<file path="src/rtl/bsc_pkg.sv">
`timescale 1ns/1ps
package bsc_pkg;
  typedef enum logic [1:0] {
    MIR_HORZ   = 2'd0,
    MIR_VERT   = 2'd1,
    MIR_ONE_LO = 2'd2,
    MIR_ONE_HI = 2'd3
  } mirror_e;

  localparam int PRG_REG_W     = 6;
  localparam int CHR_REG_W     = 8;
  localparam int PRG_WIN_COUNT = 3;
  localparam int CHR_WIN_COUNT = 8;
  localparam int NIB_W         = 4;
endpackage

</file>
<file path="src/rtl/bsc_regfile.sv">
`timescale 1ns/1ps
module bsc_regfile
  import bsc_pkg::*;
(
  input  logic                                         clk,
  input  logic                                         rst,
  input  logic                                         cpu_wr,
  input  logic [15:0]                                  cpu_addr,
  input  logic [NIB_W-1:0]                             wr_nib,
  output logic [PRG_WIN_COUNT-1:0][PRG_REG_W-1:0]      prg_bank,
  output logic [CHR_WIN_COUNT-1:0][CHR_REG_W-1:0]      chr_bank,
  output logic                                         wram_en,
  output mirror_e                                      mirror
);
  localparam logic [15:0] DEC_MASK   = 16'hF003;
  localparam logic [15:0] A_WRAM_EN  = 16'h9002;
  localparam logic [15:0] A_MIRROR   = 16'hF002;

  logic [15:0] sel;
  logic        hit;

  // only the upper half of the CPU map carries registers
  assign sel = cpu_addr & DEC_MASK;
  assign hit = cpu_wr & cpu_addr[15];

  genvar g;
  generate
    for (g = 0; g < PRG_WIN_COUNT; g++) begin : g_prg
      localparam int LO_I = (g == 0) ? 'h8000 : (g == 1) ? 'h8002 : 'h9000;
      localparam logic [15:0] LO_A = LO_I[15:0];
      localparam logic [15:0] HI_A = LO_A | 16'h0001;
      always_ff @(posedge clk) begin
        if (rst) begin
          prg_bank[g] <= '0;
        end else if (hit && sel == LO_A) begin
          prg_bank[g][NIB_W-1:0] <= wr_nib;
        end else if (hit && sel == HI_A) begin
          prg_bank[g][PRG_REG_W-1:NIB_W] <= wr_nib[PRG_REG_W-NIB_W-1:0];
        end
      end
    end

    for (g = 0; g < CHR_WIN_COUNT; g++) begin : g_chr
      localparam int LO_I = 'hA000 + (g / 2) * 'h1000 + (g % 2) * 2;
      localparam logic [15:0] LO_A = LO_I[15:0];
      localparam logic [15:0] HI_A = LO_A | 16'h0001;
      always_ff @(posedge clk) begin
        if (rst) begin
          chr_bank[g] <= '0;
        end else if (hit && sel == LO_A) begin
          chr_bank[g][NIB_W-1:0] <= wr_nib;
        end else if (hit && sel == HI_A) begin
          chr_bank[g][CHR_REG_W-1:NIB_W] <= wr_nib;
        end
      end
    end
  endgenerate

  always_ff @(posedge clk) begin
    if (rst) begin
      wram_en <= 1'b0;
      mirror  <= MIR_HORZ;
    end else if (hit) begin
      if (sel == A_WRAM_EN) wram_en <= wr_nib[1];
      if (sel == A_MIRROR)  mirror  <= mirror_e'(wr_nib[1:0]);
    end
  end
endmodule

</file>
<file path="src/rtl/bsc_prg_xlat.sv">
`timescale 1ns/1ps
module bsc_prg_xlat
  import bsc_pkg::*;
#(
  parameter int PRG_BANKS = 64,
  localparam int BW = $clog2(PRG_BANKS),
  localparam int AW = BW + 13
) (
  input  logic                                    clk,
  input  logic                                    rst,
  input  logic [14:0]                             cpu_addr,
  input  logic [PRG_WIN_COUNT-1:0][PRG_REG_W-1:0] prg_bank,
  output logic [AW-1:0]                           prg_addr
);
  localparam int LAST_I = PRG_BANKS - 1;
  localparam logic [PRG_REG_W-1:0] LAST_BANK = LAST_I[PRG_REG_W-1:0];

  logic [PRG_REG_W-1:0] bank;

  always_comb begin
    case (cpu_addr[14:13])
      2'd0:    bank = prg_bank[0];
      2'd1:    bank = prg_bank[1];
      2'd2:    bank = prg_bank[2];
      default: bank = LAST_BANK;
    endcase
  end

  always_ff @(posedge clk) begin
    if (rst) prg_addr <= '0;
    else     prg_addr <= {bank[BW-1:0], cpu_addr[12:0]};
  end
endmodule

</file>
<file path="src/rtl/bsc_chr_xlat.sv">
`timescale 1ns/1ps
module bsc_chr_xlat
  import bsc_pkg::*;
#(
  parameter int CHR_BANKS = 256,
  localparam int BW = $clog2(CHR_BANKS),
  localparam int AW = BW + 10
) (
  input  logic                                    clk,
  input  logic                                    rst,
  input  logic [12:0]                             ppu_addr,
  input  logic [CHR_WIN_COUNT-1:0][CHR_REG_W-1:0] chr_bank,
  input  mirror_e                                 mirror,
  output logic [AW-1:0]                           chr_addr,
  output logic                                    nt_page
);
  logic [CHR_REG_W-1:0] bank;
  logic                 page;

  assign bank = chr_bank[ppu_addr[12:10]];

  always_comb begin
    case (mirror)
      MIR_HORZ:   page = ppu_addr[11];
      MIR_VERT:   page = ppu_addr[10];
      MIR_ONE_LO: page = 1'b0;
      default:    page = 1'b1;
    endcase
  end

  always_ff @(posedge clk) begin
    if (rst) begin
      chr_addr <= '0;
      nt_page  <= 1'b0;
    end else begin
      chr_addr <= {bank[BW-1:0], ppu_addr[9:0]};
      nt_page  <= page;
    end
  end
endmodule

</file>
<file path="src/rtl/bank_switch_ctrl.sv">
`timescale 1ns/1ps
module bank_switch_ctrl
  import bsc_pkg::*;
#(
  parameter int PRG_BANKS = 64,
  parameter int CHR_BANKS = 256,
  localparam int PRG_AW = $clog2(PRG_BANKS) + 13,
  localparam int CHR_AW = $clog2(CHR_BANKS) + 10
) (
  input  logic              clk,
  input  logic              rst,
  input  logic              cpu_wr,
  input  logic [15:0]       cpu_addr,
  input  logic [7:0]        cpu_data,
  input  logic [12:0]       ppu_addr,
  output logic [PRG_AW-1:0] prg_addr,
  output logic [CHR_AW-1:0] chr_addr,
  output logic              nt_page,
  output logic              wram_we,
  output logic [12:0]       wram_addr,
  output logic [7:0]        wram_wdata
);
  logic [PRG_WIN_COUNT-1:0][PRG_REG_W-1:0] prg_bank;
  logic [CHR_WIN_COUNT-1:0][CHR_REG_W-1:0] chr_bank;
  logic                                    wram_en;
  mirror_e                                 mirror;

  bsc_regfile u_regs (
    .clk      (clk),
    .rst      (rst),
    .cpu_wr   (cpu_wr),
    .cpu_addr (cpu_addr),
    .wr_nib   (cpu_data[NIB_W-1:0]),
    .prg_bank (prg_bank),
    .chr_bank (chr_bank),
    .wram_en  (wram_en),
    .mirror   (mirror)
  );

  bsc_prg_xlat #(.PRG_BANKS(PRG_BANKS)) u_prg (
    .clk      (clk),
    .rst      (rst),
    .cpu_addr (cpu_addr[14:0]),
    .prg_bank (prg_bank),
    .prg_addr (prg_addr)
  );

  bsc_chr_xlat #(.CHR_BANKS(CHR_BANKS)) u_chr (
    .clk      (clk),
    .rst      (rst),
    .ppu_addr (ppu_addr),
    .chr_bank (chr_bank),
    .mirror   (mirror),
    .chr_addr (chr_addr),
    .nt_page  (nt_page)
  );

  // work RAM window 0x6000-0x7FFF, passed through only while the gate is open
  always_ff @(posedge clk) begin
    if (rst) begin
      wram_we    <= 1'b0;
      wram_addr  <= '0;
      wram_wdata <= '0;
    end else begin
      wram_we    <= cpu_wr && (cpu_addr[15:13] == 3'b011) && wram_en;
      wram_addr  <= cpu_addr[12:0];
      wram_wdata <= cpu_data;
    end
  end
endmodule

</file>
<file path="config.mk">
export PLATFORM = sky130hd
export DESIGN_NAME = bank_switch_ctrl
export DESIGN_NICKNAME = d
export VERILOG_FILES = /design/src/rtl/bsc_pkg.sv /design/src/rtl/bsc_regfile.sv /design/src/rtl/bsc_prg_xlat.sv /design/src/rtl/bsc_chr_xlat.sv /design/src/rtl/bank_switch_ctrl.sv
export SDC_FILE = /design/constraint.sdc
export NUM_CORES = 1
export LEC_CHECK = 0
export ABC_AREA = 1
export ABC_CLOCK_PERIOD_IN_PS = 1800
export BUFFER_PORTS_ARGS = -buffer_cell sky130_fd_sc_hd__buf_2
export CORE_UTILIZATION = 60
export DETAILED_ROUTE_END_ITERATION = 10
export PLACE_DENSITY = 0.84
export RECOVER_POWER = 25
export SYNTH_ARGS = -nofsm -noshare
export SYNTH_HDL_FRONTEND = slang
export SYNTH_HIERARCHICAL = 1
export SYNTH_SLANG_ARGS = --single-unit
</file>
<file path="constraint.sdc">
create_clock -name clk -period 1.8 [get_ports clk]
set_input_delay 0.36 -clock clk [delete_from_list [all_inputs] [get_ports clk]]
set_output_delay 0.36 -clock clk [all_outputs]
set_load 0.03 [all_outputs]
</file>
==> results.sh <==
export IMPL_post_place_cells=1161
export IMPL_critPathRequiredTime_ns=2.22
export IMPL_place_ws_ns=0.305
export IMPL_critPathCaptureType="register"
export IMPL_setup_viol=0
export IMPL_status="finished clean"
export IMPL_synth_area_sq_mm=0.00647
export IMPL_min_path_type="input pin to register"
export IMPL_crit_path_top_delay_cell="clkbuf_1"
export IMPL_rsz0062_at_grt="false"
export IMPL_worst_setup_path_start_kind="input pin"
export IMPL_vias_per_cell=5.18
export IMPL_clk_path_buf_depth=2
export IMPL_clock_root_buffer="clkbuf_8"
export IMPL_dp_hpwl_um=10400
export IMPL_antennaDiodeCount=0
export IMPL_synth_cell_types=27
export IMPL_path_max_fanout=37
export IMPL_area_growth_pct=17.3
export IMPL_coreArea_sq_mm=0.0104
export IMPL_yosys_warnings=6
export IMPL_grt_max_degree=49
export IMPL_wl_per_cell_um=13.4
export IMPL_max_clock_freq_mhz=684
export IMPL_start_util=0.624
export IMPL_stdcell_count=1193
export IMPL_critPathMaxStageDelay_ns=0.50
export IMPL_yosysSeqAreaShare=0.449
export IMPL_relSlewSlack=0.400
export IMPL_die_h_um=106
export IMPL_hold_ws_ns=0.0341
export IMPL_worstSetupPathType="input pin to register"
export IMPL_powerDensity_mw_per_mm2=1010
export IMPL_postCtsSetupRepairBufs=0
export IMPL_vias=6177
export IMPL_layout_nets=1084
export IMPL_fin_skew_ns=0.00682
export IMPL_postSynthAreaPerCell_sq_um=6.80
export IMPL_port_buffers=99
export IMPL_design_die_area_sq_mm=0.0112
export IMPL_cts_max_level=4
export IMPL_clockPowerShare=0.462
export IMPL_layout_min_cycle_time_ns=1.46
export IMPL_syn_inst=952
export IMPL_max_cap_violations=0
export IMPL_ir_drop_v=0.000611
export IMPL_p_leak_nw=3.64
export IMPL_ys_ff_latch=145
export IMPL_cts_tree="yes"
export IMPL_p_int_w=0.00566
export IMPL_cts_resized=0
export IMPL_drc=0
export IMPL_hold_viol=0
export IMPL_synth_top_area_frac=0.449
export IMPL_antenna_found_initial=0
export IMPL_wl_um=16000
export IMPL_crit_path_cell_trace="clkbuf_1, clkinv_1, clkbuf_2, nand2_1, nor2_1"
export IMPL_power_frac_seq=0.432
export IMPL_synth_area_leader_cell="dfxtp_1"
export IMPL_slew_viol_final=0
export IMPL_cts_sinks=145
export IMPL_swShare=0.263
export IMPL_postCtsHoldBufs=0
export IMPL_antenna_left=0
export IMPL_tightest_slew_ns=0.900
export IMPL_cp_arrival_ns=1.88
export IMPL_first_iter_violations=707
export IMPL_p_sw_w=0.00201
export IMPL_clk_insertion_delay_late_ns=0.52
export IMPL_dieWidth_um=106
export IMPL_numCtsBuffers=17
export IMPL_pin_count=100
export IMPL_p_comb_frac=0.106
export IMPL_num_rows=37
export IMPL_min_period_over_period=0.812
export IMPL_fin_tns_setup_ns=0
export IMPL_final_layout_size_suffix_gt1_frac=0.179
export IMPL_globalplace_congestion=0.937
export IMPL_grt_pass1_vias=5552
export IMPL_grt_usage=0.301
export IMPL_clk_pin_slew_ns=0.06
export IMPL_grt_pass1_wl_um=26500
export IMPL_synthTopCellsByArea="dfxtp_1 45%, nor2_1 14%, nand2_1 11%, nand3_1 10%, inv_1 7.3%"
export IMPL_drt_pass1_iter_count=6
export IMPL_synth_nets=992
export IMPL_setup_ws_ns=0.339
export IMPL_grt_overflow=0
[stage by stage]
step | instance area (sq um) | total power, W | utilization
after floorplan | 6470 | 0.00395 | -
after global placement | 7020 | 0.00417 | 0.677
after detailed placement | 7020 | 0.00419 | 0.677
after CTS | 7620 | 0.00771 | 0.735
after global routing | 7590 | 0.00795 | 0.732
final | 7590 | 0.00767 | 0.732
[critical path: cells and delay by family]
kind                   cells  cell delay [ns]
and+or+nand+nor            2             0.30
buffers and inverters      3             1.21
[placed cells by master (no fill, tap or decap), types with 8 or more instances in the layout]
| cell | n |
|---|---|
| nand3_1 | 131 |
| nand4_1 | 8 |
| buf_2 | 99 |
| clkbuf_16 | 16 |
| buf_4 | 14 |
| nor2_1 | 238 |
| nand2_1 | 191 |
| a21oi_1 | 19 |
| nor2_2 | 10 |
| dfxtp_1 | 145 |
| inv_1 | 124 |
| nand2_2 | 10 |
| nor2_4 | 10 |
[state kept, by name, indices dropped and copies added, names as in the netlist]
| name | count |
|---|---|
| wram_wdata | 8 |
| u_regs/prg_bank | 18 |
| wram_addr | 13 |
| u_chr/nt_page | 1 |
| u_prg/prg_addr | 19 |
| u_regs/chr_bank | 64 |
| u_regs/mirror | 2 |
| u_regs/wram_en | 1 |
| u_chr/chr_addr | 18 |
| wram_we | 1 |
[layout make-up]
cell class,instances,area [sq um]
inverter,134,519
fill,840,2780
tap,136,170
clock inverter,14,179
sequential,145,2900
timing repair buffer,118,654
clock buffer,18,418
multi-input combinational,628,2750
[cells by family (layout without fill, tap and decap cells)]
family	Yosys count	after routing	share of synthesized area
AO/OA/AOI/OAI	26	26	0.0213
AND/OR/NAND/NOR	602	602	0.404
buffers and inverters	179	284	0.126
flip-flops	145	145	0.449
[power groups by stage]
stage / registers (W) / logic, W / clock network [W]
2_1_floorplan: 0.00353 / 0.000420 / 0
3_3_place_gp: 0.00338 / 0.000789 / 0
3_5_place_dp: 0.00339 / 0.000800 / 0
4_1_cts: 0.00332 / 0.000807 / 0.00358
5_1_grt: 0.00332 / 0.000877 / 0.00375
6_report: 0.00332 / 0.000810 / 0.00355
[cells in the mapped netlist]
cell type and instances:
nand2_4 2, nor2_2 10, buf_4 16, buf_6 8, buf_2 5, clkinv_1 2
nand2_8 1, inv_4 2, inv_1 125, inv_6 1, nor2_8 1, a211oi_2 1
nand4_1 8, nand2_2 10, o21ai_0 2, dfxtp_1 145, clkinv_4 1, nor2_1 238
o21ai_1 4, clkbuf_1 4, nand2_1 191, nand3_1 131, nor2_4 10, buf_1 12
clkinv_2 1, a21oi_1 19, inv_2 2
[worst paths after layout]
| check | cells after the start | end | slack [ns] | from |
|---|---|---|---|---|
| hold / removal | 3 | wram_wdata[6] | 0.03 | cpu_data[6] |
| setup reg to reg | 3 | u_chr/nt_page | 0.82 | u_regs/mirror[1] |
| hold reg to reg | 2 | u_regs/chr_bank[6] | 0.48 | u_regs/chr_bank[6] |
| setup / recovery | 5 | u_regs/prg_bank[1] | 0.34 | rst |
[layer usage]
layer  GRT usage  up-vias  share of wire
met4       0.119        0          0.023
met3      0.0618       36          0.082
met2       0.498      290           0.48
li1            -     3069              -
met1       0.383     2782           0.41
met5           0        -              0
No activity file was read; power rests on OpenSTA's default activity.
